$ cat config.mk
export PLATFORM = sky130hd
export DESIGN_NAME = phase_search_ctrl
export DESIGN_NICKNAME = d
export VERILOG_FILES = /design/src/rtl/phs_pkg.sv /design/src/rtl/phs_extrema_track.sv /design/src/rtl/phs_best_keeper.sv /design/src/rtl/phs_seq_fsm.sv /design/src/rtl/phase_search_ctrl.sv
export SDC_FILE = /design/constraint.sdc
export NUM_CORES = 1
export LEC_CHECK = 0
export BUFFER_PORTS_ARGS = -buffer_cell sky130_fd_sc_hd__buf_2
export CAP_MARGIN = 20
export CORE_MARGIN = 2
export CORE_UTILIZATION = 43
export DETAILED_ROUTE_END_ITERATION = 10
export PLACE_DENSITY = 0.59
export SYNTH_ARGS = -nofsm -noshare
export SYNTH_HDL_FRONTEND = slang
export SYNTH_SLANG_ARGS = --single-unit
$ cat constraint.sdc
create_clock -name clk -period 8.9 [get_ports clk]
set_clock_uncertainty 0.15 [all_clocks]
set_input_delay 1.335 -clock clk [delete_from_list [all_inputs] [get_ports clk]]
set_output_delay 1.335 -clock clk [all_outputs]
set_load 0.03 [all_outputs]
$ cat src/rtl/phs_pkg.sv
package phs_pkg;
  typedef enum logic [2:0] {
    ST_IDLE   = 3'd0,
    ST_SETTLE = 3'd1,
    ST_MEAS   = 3'd2,
    ST_EVAL   = 3'd3,
    ST_DONE   = 3'd4
  } phs_state_t;
endpackage

$ cat src/rtl/phs_extrema_track.sv
module phs_extrema_track #(
  parameter int SAMPLE_W = 12
) (
  input  logic                clk,
  input  logic                rst_n,
  input  logic                init_i,
  input  logic                upd_i,
  input  logic [SAMPLE_W-1:0] sample_i,
  output logic [SAMPLE_W-1:0] min_o,
  output logic [SAMPLE_W-1:0] max_o
);
  logic [SAMPLE_W-1:0] lo_q, hi_q;

  always_ff @(posedge clk or negedge rst_n) begin
    if (!rst_n) begin
      lo_q <= '0;
      hi_q <= '0;
    end else if (init_i) begin
      lo_q <= sample_i;
      hi_q <= sample_i;
    end else if (upd_i) begin
      if (sample_i < lo_q) lo_q <= sample_i;
      if (sample_i > hi_q) hi_q <= sample_i;
    end
  end

  assign min_o = lo_q;
  assign max_o = hi_q;

  // the tracked extremes never cross once a window is open
  a_r5_extrema_ordered: assert property (@(posedge clk) disable iff (!rst_n)
    upd_i |-> (lo_q <= hi_q));
endmodule

$ cat src/rtl/phs_best_keeper.sv
module phs_best_keeper #(
  parameter int SAMPLE_W = 12,
  parameter int PHASE_W  = 5
) (
  input  logic                clk,
  input  logic                rst_n,
  input  logic                clear_i,
  input  logic                eval_i,
  input  logic [PHASE_W-1:0]  phase_i,
  input  logic [SAMPLE_W-1:0] min_i,
  input  logic [SAMPLE_W-1:0] max_i,
  output logic [PHASE_W-1:0]  win_phase_o,
  output logic [SAMPLE_W-1:0] win_min_o,
  output logic [SAMPLE_W-1:0] win_max_o,
  output logic                take_o
);
  function automatic logic [SAMPLE_W-1:0] span(input logic [SAMPLE_W-1:0] lo,
                                               input logic [SAMPLE_W-1:0] hi);
    return hi - lo;
  endfunction

  logic                have_q;
  logic [PHASE_W-1:0]  bph_q;
  logic [SAMPLE_W-1:0] bmin_q, bmax_q, brng_q;
  logic [SAMPLE_W-1:0] cur_rng;

  assign cur_rng = span(min_i, max_i);
  // strictly greater only: an equal spread keeps the earlier phase
  assign take_o  = eval_i && (!have_q || (cur_rng > brng_q));

  always_ff @(posedge clk or negedge rst_n) begin
    if (!rst_n) begin
      have_q <= 1'b0;
      bph_q  <= '0;
      bmin_q <= '0;
      bmax_q <= '0;
      brng_q <= '0;
    end else if (clear_i) begin
      have_q <= 1'b0;
      brng_q <= '0;
    end else if (take_o) begin
      have_q <= 1'b1;
      bph_q  <= phase_i;
      bmin_q <= min_i;
      bmax_q <= max_i;
      brng_q <= cur_rng;
    end
  end

  assign win_phase_o = take_o ? phase_i : bph_q;
  assign win_min_o   = take_o ? min_i   : bmin_q;
  assign win_max_o   = take_o ? max_i   : bmax_q;

  // the best spread held never shrinks within a search
  a_r6_best_monotone: assert property (@(posedge clk) disable iff (!rst_n)
    (have_q && !clear_i) |=> (brng_q >= $past(brng_q)));
endmodule

$ cat src/rtl/phs_seq_fsm.sv
module phs_seq_fsm
  import phs_pkg::*;
#(
  parameter int NUM_PHASES = 24,
  parameter int WINDOW_LEN = 1024,
  parameter int SETTLE_W   = 8,
  parameter int PHASE_W    = 5
) (
  input  logic                clk,
  input  logic                rst_n,
  input  logic                start_i,
  input  logic [SETTLE_W-1:0] settle_i,
  output logic [PHASE_W-1:0]  cur_phase_o,
  output logic                clear_o,
  output logic                init_o,
  output logic                upd_o,
  output logic                eval_o,
  output logic                adv_o,
  output logic                fin_o,
  output logic                busy_o
);
  localparam int CW = $clog2(WINDOW_LEN + 1);
  localparam logic [CW-1:0]      LAST_W = CW'(WINDOW_LEN - 1);
  localparam logic [PHASE_W-1:0] LAST_P = PHASE_W'(NUM_PHASES - 1);

  phs_state_t          st_q, st_d;
  logic [SETTLE_W-1:0] scnt_q;
  logic [CW-1:0]       wcnt_q;
  logic [PHASE_W-1:0]  cur_q;
  logic                idle_like, settle_end, win_end;

  assign idle_like  = (st_q == ST_IDLE) || (st_q == ST_DONE);
  assign settle_end = (st_q == ST_SETTLE) && (scnt_q == settle_i);
  assign win_end    = (st_q == ST_MEAS) && (wcnt_q == LAST_W);

  assign clear_o = idle_like && start_i;
  assign init_o  = settle_end;
  assign upd_o   = (st_q == ST_MEAS);
  assign eval_o  = (st_q == ST_EVAL);
  assign fin_o   = eval_o && (cur_q == LAST_P);
  assign adv_o   = eval_o && (cur_q != LAST_P);
  assign busy_o  = !idle_like;

  always_comb begin
    st_d = st_q;
    if (clear_o)         st_d = ST_SETTLE;
    else if (settle_end) st_d = ST_MEAS;
    else if (win_end)    st_d = ST_EVAL;
    else if (fin_o)      st_d = ST_DONE;
    else if (adv_o)      st_d = ST_SETTLE;
  end

  always_ff @(posedge clk or negedge rst_n) begin
    if (!rst_n) begin
      st_q   <= ST_IDLE;
      scnt_q <= '0;
      wcnt_q <= '0;
      cur_q  <= '0;
    end else begin
      st_q <= st_d;
      if (clear_o) begin
        cur_q  <= '0;
        scnt_q <= '0;
      end else if (adv_o) begin
        cur_q  <= cur_q + 1'b1;
        scnt_q <= '0;
      end else if ((st_q == ST_SETTLE) && !settle_end) begin
        scnt_q <= scnt_q + 1'b1;
      end
      if (settle_end)   wcnt_q <= CW'(1);
      else if (upd_o)   wcnt_q <= wcnt_q + 1'b1;
    end
  end

  assign cur_phase_o = cur_q;

  // the phase index stays inside the candidate set
  a_r4_phase_in_set: assert property (@(posedge clk) disable iff (!rst_n)
    cur_q <= LAST_P);
  // the window counter never runs past the window length
  a_r5_window_bound: assert property (@(posedge clk) disable iff (!rst_n)
    upd_o |-> (wcnt_q <= LAST_W));
  // the phase index moves only on an advance or a new start
  a_r4_phase_steady: assert property (@(posedge clk) disable iff (!rst_n)
    (!adv_o && !clear_o) |=> $stable(cur_q));
endmodule

$ cat src/rtl/phase_search_ctrl.sv
module phase_search_ctrl #(
  parameter int SAMPLE_W   = 12,
  parameter int NUM_PHASES = 24,
  parameter int WINDOW_LEN = 1024,
  parameter int SETTLE_W   = 8,
  parameter int PHASE_W    = $clog2(NUM_PHASES)
) (
  input  logic                clk,
  input  logic                rst_n,
  input  logic                start_i,
  input  logic [SETTLE_W-1:0] settle_i,
  input  logic [SAMPLE_W-1:0] sample_i,
  output logic [PHASE_W-1:0]  phase_sel_o,
  output logic                trig_inhibit_o,
  output logic [SAMPLE_W-1:0] thresh_o,
  output logic                done_o
);
  function automatic logic [SAMPLE_W-1:0] midpoint(input logic [SAMPLE_W-1:0] lo,
                                                   input logic [SAMPLE_W-1:0] hi);
    logic [SAMPLE_W-1:0] d;
    d = hi - lo;
    return lo + (d >> 1);
  endfunction

  logic [PHASE_W-1:0]  cur_phase, win_phase;
  logic [SAMPLE_W-1:0] trk_min, trk_max, win_min, win_max;
  logic clear_evt, init_evt, upd_evt, eval_evt, adv_evt, fin_evt, busy, take_evt;

  phs_seq_fsm #(
    .NUM_PHASES(NUM_PHASES), .WINDOW_LEN(WINDOW_LEN),
    .SETTLE_W(SETTLE_W), .PHASE_W(PHASE_W)
  ) u_seq (
    .clk(clk), .rst_n(rst_n), .start_i(start_i), .settle_i(settle_i),
    .cur_phase_o(cur_phase), .clear_o(clear_evt), .init_o(init_evt),
    .upd_o(upd_evt), .eval_o(eval_evt), .adv_o(adv_evt), .fin_o(fin_evt),
    .busy_o(busy)
  );

  phs_extrema_track #(.SAMPLE_W(SAMPLE_W)) u_trk (
    .clk(clk), .rst_n(rst_n), .init_i(init_evt), .upd_i(upd_evt),
    .sample_i(sample_i), .min_o(trk_min), .max_o(trk_max)
  );

  phs_best_keeper #(.SAMPLE_W(SAMPLE_W), .PHASE_W(PHASE_W)) u_best (
    .clk(clk), .rst_n(rst_n), .clear_i(clear_evt), .eval_i(eval_evt),
    .phase_i(cur_phase), .min_i(trk_min), .max_i(trk_max),
    .win_phase_o(win_phase), .win_min_o(win_min), .win_max_o(win_max),
    .take_o(take_evt)
  );

  always_ff @(posedge clk or negedge rst_n) begin
    if (!rst_n) begin
      phase_sel_o    <= '0;
      trig_inhibit_o <= 1'b0;
      thresh_o       <= '0;
      done_o         <= 1'b0;
    end else if (clear_evt) begin
      phase_sel_o    <= '0;
      trig_inhibit_o <= 1'b1;
      done_o         <= 1'b0;
    end else if (adv_evt) begin
      phase_sel_o    <= cur_phase + 1'b1;
    end else if (fin_evt) begin
      phase_sel_o    <= win_phase;
      thresh_o       <= midpoint(win_min, win_max);
      trig_inhibit_o <= 1'b0;
      done_o         <= 1'b1;
    end
  end

  // triggers are free once the result is valid
  a_r3_release_on_done: assert property (@(posedge clk) disable iff (!rst_n)
    done_o |-> !trig_inhibit_o);
  // inhibit is held while a search runs past its first cycle
  a_r3_inhibit_in_search: assert property (@(posedge clk) disable iff (!rst_n)
    (busy && !clear_evt) |-> trig_inhibit_o);
  // threshold lies within the selected phase's extremes
  a_r7_thresh_in_band: assert property (@(posedge clk) disable iff (!rst_n)
    (done_o && !busy) |-> ((thresh_o >= win_min) && (thresh_o <= win_max)));
  // done stays up until a new start
  a_r8_done_holds: assert property (@(posedge clk) disable iff (!rst_n)
    (done_o && !start_i) |=> (done_o && $stable(phase_sel_o) && $stable(thresh_o)));
  // start during a search leaves the phase alone
  a_r9_busy_start_ignored: assert property (@(posedge clk) disable iff (!rst_n)
    (busy && start_i && !adv_evt && !fin_evt) |=> ($stable(phase_sel_o) && !done_o));
  // selected phase is a legal candidate
  a_r6_pick_legal: assert property (@(posedge clk) disable iff (!rst_n)
    take_evt |-> (cur_phase < PHASE_W'(NUM_PHASES)));
endmodule

==> run metrics, run 1 <==
status complete, no violations; Synth Flop Type dfrtp_1; # DRC 0; area growth from synthesis to final layout 8.83%; part of the power in registers between 50% and 60%; Syn Std Cell Area ~0.0076 sq mm; Critical Path RT roughly 9000 ps; GP Congestion just over 0.8; CP most frequent cell a21oi_1; H-tree lvl count 3; FFs w/ async S/R, synth between 90% and 100%; post-synthesis cell count roughly 800; Comb pwr share under 10%; CTS Buffer Depth 2; Root Buffer clkbuf_16; Post-synth EDFFs 0; min Tclk post-route 7750 ps; Hold/Removal Path Class register to register; r2r startpoint u_trk.max_o[0]; post-DP HPWL between 10000 and 15000 um; Tot Pwr between 900 and 1000 uW; placed inst area around 0.008 sq mm; share of layout cells above drive strength 1 15.4%; clock-pin slew on the worst setup and hold paths ~80 ps; DIE AREA ~0.019 sq mm; clock share of power 42.7%; fraction of the yosys area taken by sequential cells between 30% and 40%; Slowest Stage Delay on Critical Path around 560 ps; post-route ant nets 0; Die Span Y around 140 um; Total GRT Usage between 10% and 20%; first-pass GRT wire length between 20000 and 30000 um; total congestion overflow 0; vias in the first global route 5467; Crit path arrival time just under 8000 ps; Peak supply drop 89.2 uV; critical path class register to register; leakage between 0.004 and 0.005 uW; Buffers on Ports 41; Antenna diodes 0; Yosys reg bits about 110; via count around 5700; CP Launch Type register; final period utilization between 80% and 90%; Synthesis Warnings 0; row count 48; Hold Slack 326 ps; sw frac 22.6%; aggregate routed wire length between 15000 and 20000 um; # resized after CTS 0; pin count of the biggest net entering global routing between 50 and 60; core area approximately 0.017 sq mm; Placed Cells incl. Taps 1049; maxcap violations 0; setup TNS 0 ps; max frequency roughly 0.13 GHz; worst slew pin tran 814 ps; Setup Fix Bufs, Post-CTS 0; initial antenna violation count 1; I/O pin count 42; Max Fanout on Critical Path 22; Final Hold Viols 0; Slew headroom 45.5%; DRT iter0 DRCs 322; worst hold start thresh_o[8]; Crit. Startpoint u_trk.max_o[0]; Nets around 930; routed len/inst approximately 15 um; syn nets between 900 and 1000; CTS tree done; fin area ~0.0083 sq mm; Post-CTS Hold Buffers 0; Post-Layout Cell Count 1065; Initial Util 44.0%; TritonRoute pass-1 iters 4; Slowest cell on crit path a21oi_4; Synth cell types 63; most frequent cells in the layout dfrtp_1, nand2_1, ha_1, inv_1, mux2_2; mean post-synth cell area 9.43 sq um; via density per instance ~5.3; Num CTS Buffers 9; sw power 216 uW; RSZ-0062 raised after global routing false; fin. max-slew vios 0; crit end category register; Int Pwr approximately 740 uW; most common cell after layout, fill and taps aside dfrtp_1; CTS sink cnt between 100 and 150; die width between 100 and 150 um; Clock Latency Late Sink 350 ps; Final setup viols 0; power per cell area around 120 mW/mm^2; fill count ~1600
==> layout make-up <==
class / count / area [sq um] / share of cell area, %
inverter: 67 / 251 / 3.04
sequential: 112 / 2800 / 33.8
tap: 225 / 282 / 3.40
clock buffer: 10 / 229 / 2.76
timing repair buffer: 47 / 260 / 3.14
multi-input combinational: 599 / 4400 / 53.1
clock inverter: 5 / 56.3 / 0.680
==> flip-flops by register name, indices dropped and copies added, names as in the netlist, 3 cells and up <==
register / cells
u_seq.wcnt_q: 11
u_seq.scnt_q: 8
u_best.bmax_q: 12
u_best.bph_q: 5
u_trk.max_o: 12
phase_sel_o: 5
thresh_o: 12
u_seq.cur_phase_o: 5
u_seq.st_q: 3
u_best.bmin_q: 12
u_best.brng_q: 12
u_trk.min_o: 12
==> layer usage <==
metal | share of wire, % | global-route usage, % | vias up | wire [um]
met5 | 0 | 0 | - | 0
met2 | 47 | 30.9 | 94 | 7650
met3 | 2.3 | 2.15 | 20 | 380
li1 | - | - | 2901 | -
met1 | 49 | 25.3 | 2639 | 7910
met4 | 2.2 | 6.70 | 0 | 363
==> metrics by stage <==
step	util, %	setup slack, ps
2_1_floorplan	-	1990
3_3_place_gp	46.1	1370
6_report	47.9	1150
3_5_place_dp	46.1	1190
4_1_cts	47.8	1140
5_1_grt	47.9	430
==> power groups by stage <==
| stage | logic [uW] | registers [uW] | clock network, uW |
|---|---|---|---|
| after detailed placement | 38.4 | 519 | 0 |
| after global routing | 43.5 | 509 | 440 |
| after floorplan | 13.8 | 519 | 0 |
| after global placement | 38.4 | 519 | 0 |
| after CTS | 38.6 | 509 | 417 |
| final | 37.1 | 509 | 408 |
==> path summary, 6_finish.rpt <==
path / to / slack (ps) / cells after the start
min in group asynchronous: u_seq.scnt_q[7] / 880 / 1
hold / removal: thresh_o[8] / 330 / 2
setup reg to reg: thresh_o[11] / 1150 / 35
setup / recovery: thresh_o[11] / 1150 / 35
hold reg to reg: thresh_o[8] / 330 / 2
max in group asynchronous: u_best.brng_q[6] / 6480 / 2
==> Yosys cell counts (10+ instances only) <==
master | count | area [sq um]
nand3_1 | 30 | 150
nor2_1 | 52 | 195
o31ai_1 | 12 | 90.1
nand2_1 | 85 | 319
o311a_1 | 12 | 120
a21o_1 | 15 | 113
mux2_2 | 55 | 619
ha_1 | 70 | 876
nor3_1 | 21 | 105
o21ai_0 | 30 | 150
and3_1 | 10 | 62.6
clkbuf_1 | 10 | 37.5
o21ai_1 | 21 | 105
a21oi_1 | 26 | 130
inv_1 | 67 | 251
dfrtp_1 | 112 | 2800
xor2_1 | 21 | 184
nand4_1 | 26 | 163
xnor2_1 | 23 | 201
==> cell families (layout without fill, tap and decap cells) <==
logic type / Yosys count / after routing / share of synthesized area (%)
xor+xnor: 44 / 44 / 5.06
compound gates: 152 / 152 / 13.4
flops: 112 / 112 / 36.8
mux: 72 / 72 / 10.6
simple gates: 258 / 258 / 16.4
buf+inv: 96 / 129 / 5.43
fa+ha+maj: 73 / 73 / 12.3
==> worst max-delay path: cells and delay by family, from the launching register on <==
family	cells	cell delay (ps)
AOI/OAI and AO/OA	20	3800
buffers and inverters	2	160
adders and majority gates	5	1650
muxes	2	680
DFF	1	410
xor gates and xnor gates	1	100
and+or+nand+nor	5	670
Power figures use the tool's default switching activity.
==> run 2, diff against run 1 <==
- ABC_AREA: not set -> 1
==> run metrics, run 2 <==
# DRC 0; Clock Latency Late Sink between 300 and 400 ps; Max Fanout on Critical Path 66; FFs w/ async S/R, synth 100%; core area about 0.016 sq mm; clock-pin slew on the worst setup and hold paths about 80 ps; # resized after CTS 0; Buffers on Ports between 40 and 50; Antenna diodes 0; Synth Area in Adders 13.3%; TritonRoute pass-1 iters 5; I/O pin count 42; post-synthesis cell count 847; most frequent cells in the layout nand2_1, inv_1, dfrtp_1, o21ai_0, ha_1; setup TNS 0 ps; leakage around 0.0042 uW; fill count roughly 1600; maxcap violations 0; share of layout cells above drive strength 1 roughly 12%; Placed Cells incl. Taps about 1100; GP Congestion ~0.85; Hold/Removal Path Class register to register; Final setup viols 0; die width 132 um; post-route ant nets 0; most common cell after layout, fill and taps aside nand2_1; power per cell area ~130 mW/mm^2; area of the multi-input gates roughly 0.0037 sq mm; CTS sink cnt around 110; Num CTS Buffers 9; CP most frequent cell nand2_1; via density per instance ~4.9; most common cell in the netlist nand2_1; syn nets roughly 940; post-synth top area share 39.7%; min Tclk post-route between 6000 and 7000 ps; Nets 980; Root Buffer clkbuf_16; routed len/inst roughly 13 um; aggregate routed wire length 14800 um; Setup Fix Bufs, Post-CTS 0; max frequency 0.145 GHz; post-DP HPWL approximately 11000 um; CTS Buffer Depth 2; via count approximately 5400; Synthesis Warnings 0; DIE AREA roughly 0.017 sq mm; Syn Std Cell Area between 0.007 and 0.008 sq mm; simple logic cell fraction of the synthesized area 17.7%; critical path class register to register; mean post-synth cell area approximately 8.3 sq um; crit end category register; Tot Pwr slightly below 1000 uW; Final Hold Viols 0; Crit path arrival time 7010 ps; Post-Layout Cell Count about 1100; Synth Flop Type dfrtp_1; vias in the first global route 5249; total congestion overflow 0; Commonest cells post-synth nand2_1, inv_1, dfrtp_1, o21ai_0, ha_1; fin. max-slew vios 0; Total GRT Usage a little under a fifth; worst slew pin tran approximately 800 ps; Die Span Y between 100 and 150 um; area growth from synthesis to final layout 9.31%; pin count of the biggest net entering global routing between 60 and 70; RSZ-0062 raised after global routing false; Slowest cell on crit path o21ai_0; final period utilization 77.7%; Synth Area in XOR/XNOR 4.72%; Synth area leaders dfrtp_1, ha_1, nand2_1, inv_1, o21ai_0; Post-synth EDFFs 0; Yosys reg bits between 100 and 150; Storage cell area approximately 0.0028 sq mm; Synth cell types 46; fraction of the yosys area taken by sequential cells just under 40%; first-pass GRT wire length around 26000 um; H-tree lvl count 3; Slowest Stage Delay on Critical Path between 500 and 600 ps; Yosys top cell by area dfrtp_1; initial antenna violation count 0; Critical Path RT 9000 ps; row count between 40 and 50; CTS tree done; Peak supply drop roughly 110 uV; Post-CTS Hold Buffers 0; Initial Util roughly 44%; status complete, no violations; Compound-Gate Fraction of Synth Area ~16%; post-synthesis mux area share 0%; Slew headroom 47.1%; main combinational cell family by area after synthesis simple AND/OR/NAND/NOR gates; DRT iter0 DRCs between 300 and 400; CP Launch Type register
[run 2: cell types whose count changed in the layout (fill, tap and decap cells not counted), moves of 11 or more]
cell     previous run  this run
nand2_1            85       157
inv_1              67       124
mux2_2             55         0
o21ai_0            30        78
a21oi_1            26        63
nand4_1            26        10
o21ai_1            21         5
o21ai_2             0        14
a21o_1             15         3
o311a_1            12         0
nor3_1             21        10
[run 2: metal layers]
layer / share of wire [%] / up-vias / track usage, %
li1: - / 2869 / -
met1: 51 / 2446 / 26.2
met2: 45 / 66 / 28.6
met3: 3.0 / 12 / 2.35
met4: 1.4 / 0 / 5.43
met5: 0 / - / 0
[run 2: cell families (layout without fill, tap and decap cells)]
family          Yosys count  count (layout)
simple gates            281             281
compound gates          199             199
buf+inv                 144             186
flops                   112             112
fa+ha+maj                73              73
xor+xnor                 38              38
[run 2: final cells by class]
type / instances / share of cell area [%]
Inverter: 128 / 6.26
Timing Repair Buffer: 42 / 2.79
Tap cell: 216 / 3.50
Clock inverter: 7 / 0.649
Sequential cell: 112 / 36.3
Multi-Input combinational cell: 591 / 47.5
Clock buffer: 9 / 2.92
[run 2: where the power goes]
group / internal (uW) / switching [uW] / leakage, uW
Sequential: 511 / 1.94 / 0.00127
Combinational: 24.1 / 44.7 / 0.00275
Clock: 193 / 203 / 0.000141
[run 2: per-stage QoR]
stage | utilization, % | setup slack (ps) | instance area (sq um) | hold slack (ps)
after floorplan | - | 3050 | 7060 | 287
after global placement | 46.7 | 2160 | 7440 | 302
after detailed placement | 46.7 | 1980 | 7440 | 313
after CTS | 48.4 | 1950 | 7710 | 331
after global routing | 48.4 | 1210 | 7710 | 355
final | 48.4 | 1990 | 7710 | 322
[run 2: path summary, 6_finish.rpt]
check,from,endpoint,slack [ps],cells after the start
max,u_trk.min_o[2],thresh_o[10],1990,39
min,u_best.bmin_q[0],u_best.bmin_q[0],320,2
max reg2reg,u_trk.min_o[2],thresh_o[10],1990,39
min reg2reg,u_best.bmin_q[0],u_best.bmin_q[0],320,2
max in group asynchronous,rst_n,u_trk.max_o[5],6490,2
min in group asynchronous,rst_n,phase_sel_o[2],850,1
[run 2: worst max-delay path, delay by kind of cell, from the launching register on]
family,cells,cell delay (ps)
AOI/OAI and AO/OA,12,2540
and+or+nand+nor,16,1730
adders and majority gates,4,1330
DFF,1,360
buffers and inverters,5,350
xor gates and xnor gates,2,300
